## src/rtl/flash_wp_pkg.sv

```systemverilog
package flash_wp_pkg;
  typedef enum logic [1:0] {
    ERS_CHIP   = 2'd0,
    ERS_SECTOR = 2'd1,
    ERS_BLOCK  = 2'd2
  } erase_kind_e;

  typedef enum logic [2:0] {
    ST_IDLE,
    ST_UNL1,
    ST_UNL2,
    ST_PROG,
    ST_ERS1,
    ST_ERS2,
    ST_ERS3
  } cmd_state_e;

  localparam int unsigned CMD_AW = 11;
  localparam logic [CMD_AW-1:0] ADR_KEY1 = 11'h555;
  localparam logic [CMD_AW-1:0] ADR_KEY2 = 11'h2AA;
  localparam logic [7:0] OP_KEY1   = 8'hAA;
  localparam logic [7:0] OP_KEY2   = 8'h55;
  localparam logic [7:0] OP_PROG   = 8'hA0;
  localparam logic [7:0] OP_ERASE  = 8'h80;
  localparam logic [7:0] OP_CHIP   = 8'h10;
  localparam logic [7:0] OP_SECTOR = 8'h30;
  localparam logic [7:0] OP_BLOCK  = 8'h50;
endpackage

```

## src/rtl/flash_wp_sync.sv

```systemverilog
module flash_wp_sync #(
  parameter int unsigned W      = 1,
  parameter int unsigned STAGES = 2,
  parameter logic [W-1:0] RST_VAL = '1
) (
  input  logic         clk_i,
  input  logic         rst_ni,
  input  logic [W-1:0] d_i,
  output logic [W-1:0] q_o
);
  logic [STAGES-1:0][W-1:0] stg_q;

  always_ff @(posedge clk_i or negedge rst_ni) begin
    if (!rst_ni) stg_q <= {STAGES{RST_VAL}};
    else         stg_q <= {stg_q[STAGES-2:0], d_i};
  end

  assign q_o = stg_q[STAGES-1];
endmodule

```

## src/rtl/flash_wp_strobe.sv

```systemverilog
module flash_wp_strobe #(
  parameter int unsigned ADDR_W     = 18,
  parameter int unsigned DATA_W     = 16,
  parameter int unsigned GLITCH_CYC = 2
) (
  input  logic              clk_i,
  input  logic              rst_ni,
  input  logic              ce_s_i,
  input  logic              oe_s_i,
  input  logic              we_s_i,
  input  logic              hwrst_s_i,
  input  logic              vdd_low_i,
  input  logic [ADDR_W-1:0] addr_i,
  input  logic [DATA_W-1:0] data_i,
  output logic              wr_o,
  output logic [ADDR_W-1:0] wr_addr_o,
  output logic [DATA_W-1:0] wr_data_o
);
  localparam int unsigned GW = $clog2(GLITCH_CYC + 1);
  localparam logic [GW-1:0] GMAX = GW'(GLITCH_CYC);

  logic          active;
  logic          strobe_end;
  logic          armed;
  logic [GW-1:0] len_q;
  logic          taint_q;

  assign active     = !ce_s_i && !we_s_i && oe_s_i;
  assign strobe_end = !active && (len_q != '0);
  assign armed      = (len_q == GMAX);

  always_ff @(posedge clk_i or negedge rst_ni) begin
    if (!rst_ni) begin
      len_q     <= '0;
      taint_q   <= 1'b0;
      wr_o      <= 1'b0;
      wr_addr_o <= '0;
      wr_data_o <= '0;
    end else begin
      wr_o <= strobe_end && armed && !taint_q && oe_s_i && hwrst_s_i && !vdd_low_i;
      if (active) begin
        if (len_q != GMAX) len_q <= len_q + 1'b1;
        if (vdd_low_i || !hwrst_s_i) taint_q <= 1'b1;
        wr_addr_o <= addr_i;
        wr_data_o <= data_i;
      end else begin
        len_q   <= '0;
        taint_q <= 1'b0;
      end
    end
  end
endmodule

```

## src/rtl/flash_wp_guard.sv

```systemverilog
module flash_wp_guard #(
  parameter int unsigned ADDR_W   = 18,
  parameter int unsigned BOOT_W   = 13,
  parameter int unsigned SECTOR_W = 12,
  parameter int unsigned BLOCK_W  = 15,
  parameter bit          TOP_BOOT = 1'b0
) (
  input  logic [ADDR_W-1:0] addr_i,
  input  logic              wp_ni,
  output logic              prog_ok_o,
  output logic              sector_ok_o,
  output logic              block_ok_o,
  output logic              chip_ok_o
);
  localparam logic [ADDR_W-1:0] BOOT_MASK   = ADDR_W'({BOOT_W{1'b1}});
  localparam logic [ADDR_W-1:0] SECTOR_MASK = ADDR_W'({SECTOR_W{1'b1}});
  localparam logic [ADDR_W-1:0] BLOCK_MASK  = ADDR_W'({BLOCK_W{1'b1}});

  logic [ADDR_W-1:0] boot_lo, boot_hi;

  generate
    if (TOP_BOOT) begin : g_top
      assign boot_lo = ~BOOT_MASK;
      assign boot_hi = '1;
    end else begin : g_bottom
      assign boot_lo = '0;
      assign boot_hi = BOOT_MASK;
    end
  endgenerate

  logic in_boot, sector_hit, block_hit;

  always_comb begin
    in_boot    = (addr_i >= boot_lo) && (addr_i <= boot_hi);
    sector_hit = ((addr_i & ~SECTOR_MASK) <= boot_hi) && ((addr_i | SECTOR_MASK) >= boot_lo);
    block_hit  = ((addr_i & ~BLOCK_MASK) <= boot_hi) && ((addr_i | BLOCK_MASK) >= boot_lo);
  end

  assign prog_ok_o   = wp_ni || !in_boot;
  assign sector_ok_o = wp_ni || !sector_hit;
  assign block_ok_o  = wp_ni || !block_hit;
  assign chip_ok_o   = wp_ni;
endmodule

```

## src/rtl/flash_wp_cmd.sv

```systemverilog
module flash_wp_cmd
  import flash_wp_pkg::*;
#(
  parameter int unsigned ADDR_W = 18,
  parameter int unsigned DATA_W = 16
) (
  input  logic              clk_i,
  input  logic              rst_ni,
  input  logic              clear_i,
  input  logic              wr_i,
  input  logic [ADDR_W-1:0] addr_i,
  input  logic [DATA_W-1:0] data_i,
  input  logic              prog_ok_i,
  input  logic              sector_ok_i,
  input  logic              block_ok_i,
  input  logic              chip_ok_i,
  output logic              prog_req_o,
  output logic [ADDR_W-1:0] prog_addr_o,
  output logic [DATA_W-1:0] prog_data_o,
  output logic              erase_req_o,
  output logic [1:0]        erase_kind_o,
  output logic [ADDR_W-1:0] erase_addr_o
);
  cmd_state_e state_q;

  logic [7:0]        op;
  logic [CMD_AW-1:0] ca;
  logic key1, key2;

  assign op   = data_i[7:0];
  assign ca   = addr_i[CMD_AW-1:0];
  assign key1 = (op == OP_KEY1) && (ca == ADR_KEY1);
  assign key2 = (op == OP_KEY2) && (ca == ADR_KEY2);

  always_ff @(posedge clk_i or negedge rst_ni) begin
    if (!rst_ni) begin
      state_q      <= ST_IDLE;
      prog_req_o   <= 1'b0;
      prog_addr_o  <= '0;
      prog_data_o  <= '0;
      erase_req_o  <= 1'b0;
      erase_kind_o <= ERS_CHIP;
      erase_addr_o <= '0;
    end else begin
      prog_req_o  <= 1'b0;
      erase_req_o <= 1'b0;
      if (clear_i) begin
        state_q <= ST_IDLE;
      end else if (wr_i) begin
        state_q <= ST_IDLE;
        unique case (state_q)
          ST_IDLE: if (key1) state_q <= ST_UNL1;
          ST_UNL1: if (key2) state_q <= ST_UNL2;
          ST_UNL2: begin
            if (ca == ADR_KEY1 && op == OP_PROG)       state_q <= ST_PROG;
            else if (ca == ADR_KEY1 && op == OP_ERASE) state_q <= ST_ERS1;
          end
          ST_PROG: begin
            prog_req_o  <= prog_ok_i;
            prog_addr_o <= addr_i;
            prog_data_o <= data_i;
          end
          ST_ERS1: if (key1) state_q <= ST_ERS2;
          ST_ERS2: if (key2) state_q <= ST_ERS3;
          ST_ERS3: begin
            if (ca == ADR_KEY1 && op == OP_CHIP) begin
              erase_req_o  <= chip_ok_i;
              erase_kind_o <= ERS_CHIP;
              erase_addr_o <= '0;
            end else if (op == OP_SECTOR) begin
              erase_req_o  <= sector_ok_i;
              erase_kind_o <= ERS_SECTOR;
              erase_addr_o <= addr_i;
            end else if (op == OP_BLOCK) begin
              erase_req_o  <= block_ok_i;
              erase_kind_o <= ERS_BLOCK;
              erase_addr_o <= addr_i;
            end
          end
          default: state_q <= ST_IDLE;
        endcase
      end
    end
  end
endmodule

```

## src/rtl/flash_wp_rstctl.sv

```systemverilog
module flash_wp_rstctl #(
  parameter int unsigned RST_MIN_CYC = 3,
  parameter int unsigned RECOV_CYC   = 4
) (
  input  logic clk_i,
  input  logic rst_ni,
  input  logic hwrst_s_i,
  input  logic busy_i,
  output logic clear_o,
  output logic abort_o,
  output logic read_ready_o
);
  localparam int unsigned RW = $clog2(RST_MIN_CYC + 1);
  localparam int unsigned CW = $clog2(RECOV_CYC + 1);
  localparam logic [RW-1:0] RMAX = RW'(RST_MIN_CYC);
  localparam logic [CW-1:0] CMAX = CW'(RECOV_CYC);

  logic [RW-1:0] low_q;
  logic [CW-1:0] rec_q;
  logic          held;
  logic          hit;

  assign held    = (low_q == RMAX);
  assign hit     = !hwrst_s_i && (low_q == RMAX - 1'b1);
  assign clear_o = held || hit;

  always_ff @(posedge clk_i or negedge rst_ni) begin
    if (!rst_ni) begin
      low_q        <= '0;
      rec_q        <= '0;
      abort_o      <= 1'b0;
      read_ready_o <= 1'b1;
    end else begin
      abort_o <= hit && busy_i;
      if (!hwrst_s_i) begin
        if (low_q != RMAX) low_q <= low_q + 1'b1;
      end else begin
        low_q <= '0;
      end
      if (clear_o) begin
        read_ready_o <= 1'b0;
        rec_q        <= CMAX;
      end else if (!read_ready_o) begin
        if (rec_q == '0) read_ready_o <= 1'b1;
        else             rec_q <= rec_q - 1'b1;
      end
    end
  end
endmodule

```

## src/rtl/flash_wp_ctrl.sv

```systemverilog
module flash_wp_ctrl #(
  parameter int unsigned ADDR_W      = 18,
  parameter int unsigned DATA_W      = 16,
  parameter int unsigned BOOT_W      = 13,
  parameter int unsigned SECTOR_W    = 12,
  parameter int unsigned BLOCK_W     = 15,
  parameter bit          TOP_BOOT    = 1'b0,
  parameter int unsigned SYNC_STAGES = 2,
  parameter int unsigned GLITCH_CYC  = 2,
  parameter int unsigned RST_MIN_CYC = 3,
  parameter int unsigned RECOV_CYC   = 4
) (
  input  logic              clk_i,
  input  logic              rst_ni,
  input  logic              hw_rst_ni,
  input  logic              ce_ni,
  input  logic              oe_ni,
  input  logic              we_ni,
  input  logic              wp_ni,
  input  logic              vdd_low_i,
  input  logic              busy_i,
  input  logic [ADDR_W-1:0] addr_i,
  input  logic [DATA_W-1:0] data_i,
  output logic              prog_req_o,
  output logic [ADDR_W-1:0] prog_addr_o,
  output logic [DATA_W-1:0] prog_data_o,
  output logic              erase_req_o,
  output logic [1:0]        erase_kind_o,
  output logic [ADDR_W-1:0] erase_addr_o,
  output logic              abort_o,
  output logic              read_ready_o
);
  logic [3:0] pins_s;
  logic hwrst_s, ce_s, oe_s, we_s;

  flash_wp_sync #(.W(4), .STAGES(SYNC_STAGES), .RST_VAL(4'hF)) u_sync (
    .clk_i (clk_i),
    .rst_ni(rst_ni),
    .d_i   ({hw_rst_ni, ce_ni, oe_ni, we_ni}),
    .q_o   (pins_s)
  );
  assign {hwrst_s, ce_s, oe_s, we_s} = pins_s;

  logic              wr;
  logic [ADDR_W-1:0] wr_addr;
  logic [DATA_W-1:0] wr_data;

  flash_wp_strobe #(.ADDR_W(ADDR_W), .DATA_W(DATA_W), .GLITCH_CYC(GLITCH_CYC)) u_strobe (
    .clk_i    (clk_i),
    .rst_ni   (rst_ni),
    .ce_s_i   (ce_s),
    .oe_s_i   (oe_s),
    .we_s_i   (we_s),
    .hwrst_s_i(hwrst_s),
    .vdd_low_i(vdd_low_i),
    .addr_i   (addr_i),
    .data_i   (data_i),
    .wr_o     (wr),
    .wr_addr_o(wr_addr),
    .wr_data_o(wr_data)
  );

  logic prog_ok, sector_ok, block_ok, chip_ok;

  flash_wp_guard #(
    .ADDR_W(ADDR_W), .BOOT_W(BOOT_W), .SECTOR_W(SECTOR_W),
    .BLOCK_W(BLOCK_W), .TOP_BOOT(TOP_BOOT)
  ) u_guard (
    .addr_i     (wr_addr),
    .wp_ni      (wp_ni),
    .prog_ok_o  (prog_ok),
    .sector_ok_o(sector_ok),
    .block_ok_o (block_ok),
    .chip_ok_o  (chip_ok)
  );

  logic clear;

  flash_wp_rstctl #(.RST_MIN_CYC(RST_MIN_CYC), .RECOV_CYC(RECOV_CYC)) u_rstctl (
    .clk_i       (clk_i),
    .rst_ni      (rst_ni),
    .hwrst_s_i   (hwrst_s),
    .busy_i      (busy_i),
    .clear_o     (clear),
    .abort_o     (abort_o),
    .read_ready_o(read_ready_o)
  );

  flash_wp_cmd #(.ADDR_W(ADDR_W), .DATA_W(DATA_W)) u_cmd (
    .clk_i       (clk_i),
    .rst_ni      (rst_ni),
    .clear_i     (clear),
    .wr_i        (wr),
    .addr_i      (wr_addr),
    .data_i      (wr_data),
    .prog_ok_i   (prog_ok),
    .sector_ok_i (sector_ok),
    .block_ok_i  (block_ok),
    .chip_ok_i   (chip_ok),
    .prog_req_o  (prog_req_o),
    .prog_addr_o (prog_addr_o),
    .prog_data_o (prog_data_o),
    .erase_req_o (erase_req_o),
    .erase_kind_o(erase_kind_o),
    .erase_addr_o(erase_addr_o)
  );
endmodule

```

## config.mk

```make
export PLATFORM = sky130hd
export DESIGN_NAME = flash_wp_ctrl
export DESIGN_NICKNAME = d
export VERILOG_FILES = /design/src/rtl/flash_wp_pkg.sv /design/src/rtl/flash_wp_sync.sv /design/src/rtl/flash_wp_strobe.sv /design/src/rtl/flash_wp_guard.sv /design/src/rtl/flash_wp_cmd.sv /design/src/rtl/flash_wp_rstctl.sv /design/src/rtl/flash_wp_ctrl.sv
export SDC_FILE = /design/constraint.sdc
export NUM_CORES = 1
export LEC_CHECK = 0
export BUFFER_PORTS_ARGS = -buffer_cell sky130_fd_sc_hd__buf_2
export CAP_MARGIN = 10
export CORE_MARGIN = 10
export CORE_UTILIZATION = 54
export DETAILED_ROUTE_END_ITERATION = 16
export PLACE_DENSITY = 0.85
export SKIP_CTS_REPAIR_TIMING = 1
export SLEW_MARGIN = 20
export SYNTH_ARGS = -nofsm -noshare
export SYNTH_HDL_FRONTEND = slang
export SYNTH_SLANG_ARGS = --single-unit
export TNS_END_PERCENT = 1
```

## constraint.sdc

```tcl
create_clock -name clk_i -period 2.8 [get_ports clk_i]
set_input_delay 0.56 -clock clk_i [delete_from_list [all_inputs] [get_ports clk_i]]
set_output_delay 0.56 -clock clk_i [all_outputs]
set_load 0.05 [all_outputs]
```

==> metrics.yaml, run 1 <==
leakagePower_nw: 2.96
ir_drop_mv: 0.323
rsz0062_at_grt: "false"
period_share_pct: 84.5
fin_cells: 628
die_width_um: 112
antenna_left: 0
path_clk_slew_ns: 0.10
drt_first_iter_violations: 135
synth_ff_type: "dfrtp_1"
cp_max_fo: 28
start_util_pct: 55.8
core.rowCount: 33
critPathCaptureType: "register"
yosys.area.top_type_share_pct: 56.0
cts-root-buf: "clkbuf_8"
yosysUniqueCellTypes: 45
io_buffer_count: 100
cts_buffers: 9
grt_pass1_wl_um: 17600
setup.worst_path.start_class: "register"
ys_warn_count: 0
setup_viol_count_final: 0
area_growth_pct: 17.6
nFillCells: 635
dr.pass1.iters: 4
final_max_slew_viol_count: 0
synth_area_mm2: 0.00461
dp.cells: 612
ios: 101
grt_max_degree: 57
multi_input_area_mm2: 0.00166
required_ns: 3.06
die_h_um: 112
avgSynthCellArea_um2: 11.1
hold_viol_final: 0
synth.most_common_cell: "nand2_1"
synth_area_leaders: "dfrtp_1, nand2_1, mux2_2, dfstp_2, ha_1"
path_cells: "inv_1, ha_1, nor2b_2, or2_1, nor4_4, buf_4, mux2_2"
insertion_delay_ns: 0.37
synth_fp_nets: 464
slew_headroom_pct: 54.0
viasPerCell: 5.28
fin_skew_ns: 0.0134
drt-total-wl_um: 10600
crit_arrival_ns: 2.62
cts_num_sinks: 112
tightest_slew_ns: 0.689
crit_start: "u_rstctl.low_q[0]"
max_stage_delay_ns: 0.42
finalPower_mw: 3.25
grt_pass1_vias: 3538
synth-seq-area-share_pct: 61.1
slowest_stage: "buf_4"
synth_commonest_cells: "nand2_1, dfrtp_1, mux2_2"
ys_ff_latch: 112
grt-ovfl-total: 0
place.gp.congestion: 0.929
wire_per_inst_um: 16.8
status: "finished clean"
finalSetupTns_ns: 0
path_class: "reg -> reg"
max_freq_mhz: 423
clockBufferDepth: 2
drc: 0
core_mm2: 0.00826
dieArea_mm2: 0.0126
antenna_found_initial: 0
worst-r2r-setup-slack_ns: 0.43
n_antenna_cell: 0
vias: 3316
grt_use_total_pct: 16.9
synth_edf_count: 0
dp_hpwl_um: 7950
nets: 567
h-tree-depth: 3
tritoncts: "built"
fin_crit_ns: 2.37
seqCellArea_mm2: 0.00281
powerDensity_mw_per_mm2: 599
hold_class: "in -> async"
async_flop_share_pct: 100
synthCells: 415
drive_above_1_share_pct: 33.7
r2r-start: "u_rstctl.low_q[0]"
max-cap-violations: 0
yosysTopAreaCell: "dfrtp_1"
## where the power goes
group	internal [mW]	switching (mW)
clock	0.417	0.533
combinational	0.167	0.254
sequential	1.75	0.123
total	2.34	0.910
## registers in the layout (all words and copies together), names as in the netlist, 4 cells and up
name                flops
u_cmd.prog_addr_o      18
u_cmd.prog_data_o      16
u_sync.stg_q            4
u_cmd.erase_addr_o     18
u_sync.q_o              4
u_strobe.wr_addr_o     18
u_strobe.wr_data_o     16
## through the flow
step	hold WS (ns)	area [um2]	util, %	setup WS, ns
final	0.225	5420	65.6	0.435
after global routing	0.263	5420	65.6	0.331
after detailed placement	0.347	5220	63.2	0.448
after CTS	0.247	5420	65.6	0.445
after global placement	0.346	5220	63.2	0.580
after floorplan	0.264	4610	-	0.625
## cell families after synthesis
family | share of synthesized area, %
compound gates | 4.18
fa+ha+maj | 1.63
simple gates | 19.6
buf+inv | 2.96
mux | 10.0
flops | 61.1
xor+xnor | 0.571
## critical path, delay by kind of cell, from the launching register on
| kind | cells | cell delay (ns) |
|---|---|---|
| adders and majority gates | 1 | 0.18 |
| buffers and inverters | 2 | 0.48 |
| muxes | 1 | 0.39 |
| DFF | 1 | 0.41 |
| and+or+nand+nor | 3 | 0.79 |
## cell type report
cell class                 count  share of cell area, %
multi-input combinational    276                   30.6
sequential                   112                   51.9
clock inverter                 6                   1.25
inverter                      13                  0.901
timing repair buffer         106                   10.6
clock buffer                  10                   2.36
tap                          105                   2.42
## path summary, 6_finish.rpt
path / to / depth (start not counted)
worst max register to register: u_cmd.prog_addr_o[8] / 7
worst min-delay path: u_cmd.prog_data_o[10] / 1
min in group clk_i: u_sync.stg_q[0] / 1
max in group asynchronous: u_rstctl.read_ready_o / 2
worst max-delay path: u_cmd.prog_addr_o[8] / 7
worst min register to register: u_sync.q_o[3] / 0
## cells in the final DEF (no fill, tap or decap), types with 3 or more instances in the layout
| cell | instances |
|---|---|
| nand2_1 | 148 |
| dfrtp_1 | 103 |
| buf_2 | 99 |
| mux2_2 | 40 |
| nor2_1 | 19 |
| inv_1 | 13 |
| o21ai_0 | 10 |
| clkbuf_8 | 9 |
| dfstp_2 | 9 |
| ha_1 | 6 |
| a21oi_1 | 5 |
| buf_4 | 5 |
| nand4_1 | 4 |
| or3_1 | 3 |
| nand4bb_1 | 3 |
| nand3_1 | 3 |
## layer usage
metal	track usage [%]	share of wire, %	wire [um]	up-vias
met5	0	0	0	-
met4	5.67	1.6	173	0
met3	4.95	6.2	653	17
met2	27.3	49	5190	104
met1	21.2	43	4540	1628
li1	-	-	-	1567
Power figures use the tool's default switching activity.
==> run 2: changes to the inputs <==
- CORE_UTILIZATION: 54 -> 49
- PLACE_DENSITY: 0.85 -> 0.82
- clock period: 2.8 -> 2.01 ns (I/O delays scaled with it)
==> run 2 against run 1 <==
Against the previous run:
- non-clock buffer count up 29
- critical endpoint is now u_cmd.prog_addr_o[4]
- count of clock-buffer cells in the layout shrank 1
- total power up 45%
- worst hold slack worse by 0.097 ns
- final area up 7.3%
- first-iteration DRC count increased by 150%
- global-route usage fell by 0.71 points
- critical path depth unchanged
==> metrics.yaml, run 2 (synthesis results as in run 1) <==
hold_class: "in -> reg"
setup_viol_count_final: 0
drt-total-wl_um: 11400
vias: 3483
critPathCaptureType: "register"
start_util_pct: 50.1
fin_skew_ns: 0.0128
cts_num_sinks: 112
drive_above_1_share_pct: 38.0
max_freq_mhz: 501
grt_pass1_vias: 3650
path_cells: "ha_2, nor2b_4, or2_4, nor4_4, buf_6, clkbuf_16, mux2_2"
nFillCells: 739
period_share_pct: 99.3
viasPerCell: 5.25
reg_top3: "u_cmd.erase_addr_o: 18 flops, u_cmd.prog_addr_o: 18 flops, u_strobe.wr_addr_o: 18 flops"
place.gp.congestion: 0.877
use_met1_pct: 19.4
dr.pass1.iters: 7
insertion_delay_ns: 0.37
pre_cts_ws_ns: 0.0258
tightest_slew_ns: 0.546
finalPower_mw: 4.69
ir_drop_mv: 0.731
grt_max_degree: 51
path_class: "reg -> reg"
r2r_end: "u_cmd.prog_addr_o[4]"
fin_crit_ns: 2.00
status: "finished clean"
cts_buffers: 9
final_common_cell: "nand2_1"
h-tree-depth: 3
ios: 101
hold_viol_final: 0
antenna_left: 0
tritoncts: "built"
clockBufferDepth: 2
max_stage_delay_ns: 0.42
crit_start: "u_rstctl.low_q[1]"
core.rowCount: 35
dp.cells: 641
die_width_um: 117
most-common-layout-cells: "nand2_1, dfrtp_1, buf_2"
r2r_cells: 7
r2r-start: "u_rstctl.low_q[1]"
core_mm2: 0.00920
nets: 596
drt_first_iter_violations: 333
fin_cells: 663
grt_pass1_wl_um: 17700
slowest_stage: "dfrtp_1"
powerDensity_mw_per_mm2: 808
area_growth_pct: 26.2
setup.worst_path.start_class: "register"
dp_hpwl_um: 8000
crit_path_end: "u_cmd.prog_addr_o[4]"
worst-r2r-setup-slack_ns: 0.01
busiest_layer: "met2"
hold_depth: 1
slew_headroom_pct: 63.1
n_antenna_cell: 0
layout_setup_ws_ns: 0.0146
required_ns: 2.27
antenna_found_initial: 0
crit_arrival_ns: 2.26
drc: 0
max-cap-violations: 0
wire_per_inst_um: 17.2
die_h_um: 117
grtUsageMet2_pct: 27.6
grt-ovfl-total: 0
grt_use_total_pct: 16.2
cts-root-buf: "clkbuf_8"
dieArea_mm2: 0.0137
rsz0062_at_grt: "true"
final_max_slew_viol_count: 0
path_clk_slew_ns: 0.11
cp_max_fo: 8
io_buffer_count: 100
leakagePower_nw: 3.16
grt_use_met3_pct: 5.10
run 2: final cells by class:
class | instances | area, um2 | share of cell area, %
clock buffer | 9 | 124 | 2.13
clock inverter | 7 | 86.3 | 1.49
multi-input combinational | 276 | 1740 | 29.9
timing repair buffer | 135 | 865 | 14.9
inverter | 13 | 48.8 | 0.840
sequential | 112 | 2810 | 48.4
tap | 111 | 139 | 2.39
run 2: metrics by stage:
step / TNS, ns / util, % / hold WS [ns] / cell area, um2
4_1_cts: -0.0183 / 61.8 / -0.0469 / 5680
2_1_floorplan: -1.57 / - / 0.106 / 4650
6_report: 0 / 63.2 / 0.128 / 5810
5_1_grt: -0.501 / 63.2 / 0.101 / 5810
3_3_place_gp: 0 / 59.5 / 0.346 / 5470
3_5_place_dp: 0 / 59.5 / 0.350 / 5470
run 2: worst min-delay path by stage:
stage | from | end | slack [ns]
after global routing | ce_ni | u_sync.stg_q[2] | 0.10
final | ce_ni | u_sync.stg_q[2] | 0.13
after detailed placement | u_sync.stg_q[1] | u_sync.q_o[1] | 0.35
after global placement | u_sync.stg_q[3] | u_sync.q_o[3] | 0.35
after floorplan | rst_ni | u_cmd.erase_addr_o[0] | 0.11
after CTS | rst_ni | u_cmd.erase_addr_o[7] | -0.05
run 2: routing by layer:
layer / vias up / share of wire (%)
li1: 1636 / -
met1: 1700 / 42
met2: 132 / 50
met3: 15 / 7.5
met4: 0 / 1.1
met5: - / 0
run 2: where the power goes:
group	total [mW]	internal, mW	switching (mW)
Sequential	2.58	2.44	0.142
Combinational	0.707	0.305	0.402
Clock	1.40	0.605	0.796
run 2: worst max-delay path: cells and delay by family, from the launching register on:
kind          cells  cell delay [ns]
fa+ha+maj         1             0.19
buf+inv           2             0.37
flops             1             0.42
mux               1             0.33
simple gates      3             0.59
==> run 3: changes to the inputs <==
- RECOVER_POWER: unset -> 50
==> run 3 against run 2 <==
Against the previous run:
- non-clock buffer count stayed put
- combinational power barely moved
- worst setup slack improved by 0.0027 ns
- critical path depth did not move
- clock skew is 0.0015 ns lower
- worst hold slack got worse by 0.0026 ns
- first-iteration DRC count stayed put
- critical endpoint unchanged
- highest routed layer unchanged
==> metrics.yaml, run 3 (synthesis results as in run 1) <==
status: "finished clean"
place.gp.congestion: 0.877
grt-ovfl-total: 0
path_buf_inv: 2
powerDensity_mw_per_mm2: 808
path_cells: "ha_2, nor2b_4, or2_4, nor4_4, buf_6, clkbuf_16, mux2_2"
rsz0062_at_grt: "true"
most-common-layout-cells: "nand2_1, dfrtp_1, buf_2"
slew_headroom_pct: 46.7
nFillCells: 739
cts-root-buf: "clkbuf_8"
tightest_slew_ns: 0.799
finalSetupTns_ns: 0
antenna_found_initial: 0
nets: 596
start_util_pct: 50.1
hold_viol_final: 0
dieArea_mm2: 0.0137
final_max_slew_viol_count: 0
wire_per_inst_um: 17.2
viasPerCell: 5.25
critPathCaptureType: "register"
grt_pass1_vias: 3650
cp_top_family: "simple AND/OR/NAND/NOR gates"
cts_buffers: 9
slowest_stage: "dfrtp_1"
reg_top3: "u_cmd.erase_addr_o: 18 flops, u_cmd.prog_addr_o: 18 flops, u_strobe.wr_addr_o: 18 flops"
ir_drop_mv: 0.732
fin_cells: 663
area_growth_pct: 26.1
drt_first_iter_violations: 333
leakagePower_nw: 3.15
dp.cells: 641
path_class: "reg -> reg"
hold_slack_ns: 0.125
die_width_um: 117
drc: 0
cp_max_fo: 8
path_clk_slew_ns: 0.11
dr.pass1.iters: 5
antenna_left: 0
setup_viol_count_final: 0
die_h_um: 117
drt-total-wl_um: 11400
core.rowCount: 35
insertion_delay_ns: 0.37
vias: 3482
required_ns: 2.28
final_common_cell: "nand2_1"
period_share_pct: 99.1
n_antenna_cell: 0
max_freq_mhz: 502
setup.worst_path.start_class: "register"
grt_pass1_wl_um: 17700
grt_use_total_pct: 16.2
dp_hpwl_um: 8000
grt_max_degree: 51
ios: 101
io_buffer_count: 100
max_stage_delay_ns: 0.42
crit_arrival_ns: 2.26
max-cap-violations: 0
fin_skew_ns: 0.0112
fin_crit_ns: 1.99
cts_num_sinks: 112
core_mm2: 0.00920
clockBufferDepth: 2
drive_above_1_share_pct: 38.0
hold_class: "in -> reg"
h-tree-depth: 3
tritoncts: "built"
run 3: changes by cell type in the layout (fill, tap and decap cells not counted):
cell and change:
clkbuf_2 +1, buf_4 -1
run 3: layout make-up:
class	instances	area (um2)	area share, %
clock buffer	9	124	2.13
clock inverter	7	86.3	1.49
inverter	13	48.8	0.840
multi-input combinational	276	1740	29.9
sequential	112	2810	48.4
tap	111	139	2.39
timing repair buffer	135	862	14.8
run 3: worst paths after layout:
kind                       depth (start not counted)  slack [ns]         startpoint                     to
setup / recovery                                   7        0.02  u_rstctl.low_q[1]   u_cmd.prog_addr_o[4]
hold / removal                                     1        0.13              ce_ni        u_sync.stg_q[2]
setup reg to reg                                   7        0.02  u_rstctl.low_q[1]   u_cmd.prog_addr_o[4]
hold reg to reg                                    0        0.36    u_sync.stg_q[1]          u_sync.q_o[1]
max in group asynchronous                          3        0.63             rst_ni      u_rstctl.low_q[0]
min in group asynchronous                          2        0.64             rst_ni  u_cmd.erase_addr_o[7]
run 3: metal layers:
layer	vias to the layer above	GRT usage (%)	share of wire, %
met4	0	3.95	1.3
met5	-	0	0
met1	1698	19.4	42
met3	14	5.10	7.4
met2	132	27.6	49
li1	1638	-	-
run 3: where the power goes:
part	switching (mW)	internal, mW
combinational	0.403	0.304
clock	0.796	0.605
sequential	0.141	2.44
run 3: per-stage QoR:
step / total power [mW] / utilization (%) / setup slack [ns] / cell area (um2)
global route: 4.93 / 63.2 / -0.0405 / 5810
detailed placement: 3.31 / 59.5 / 0.0258 / 5470
floorplan: 3.01 / - / -0.0577 / 4650
global placement: 3.27 / 59.5 / 0.0935 / 5470
CTS: 4.71 / 61.8 / -0.00804 / 5680
finish: 4.69 / 63.2 / 0.0173 / 5810
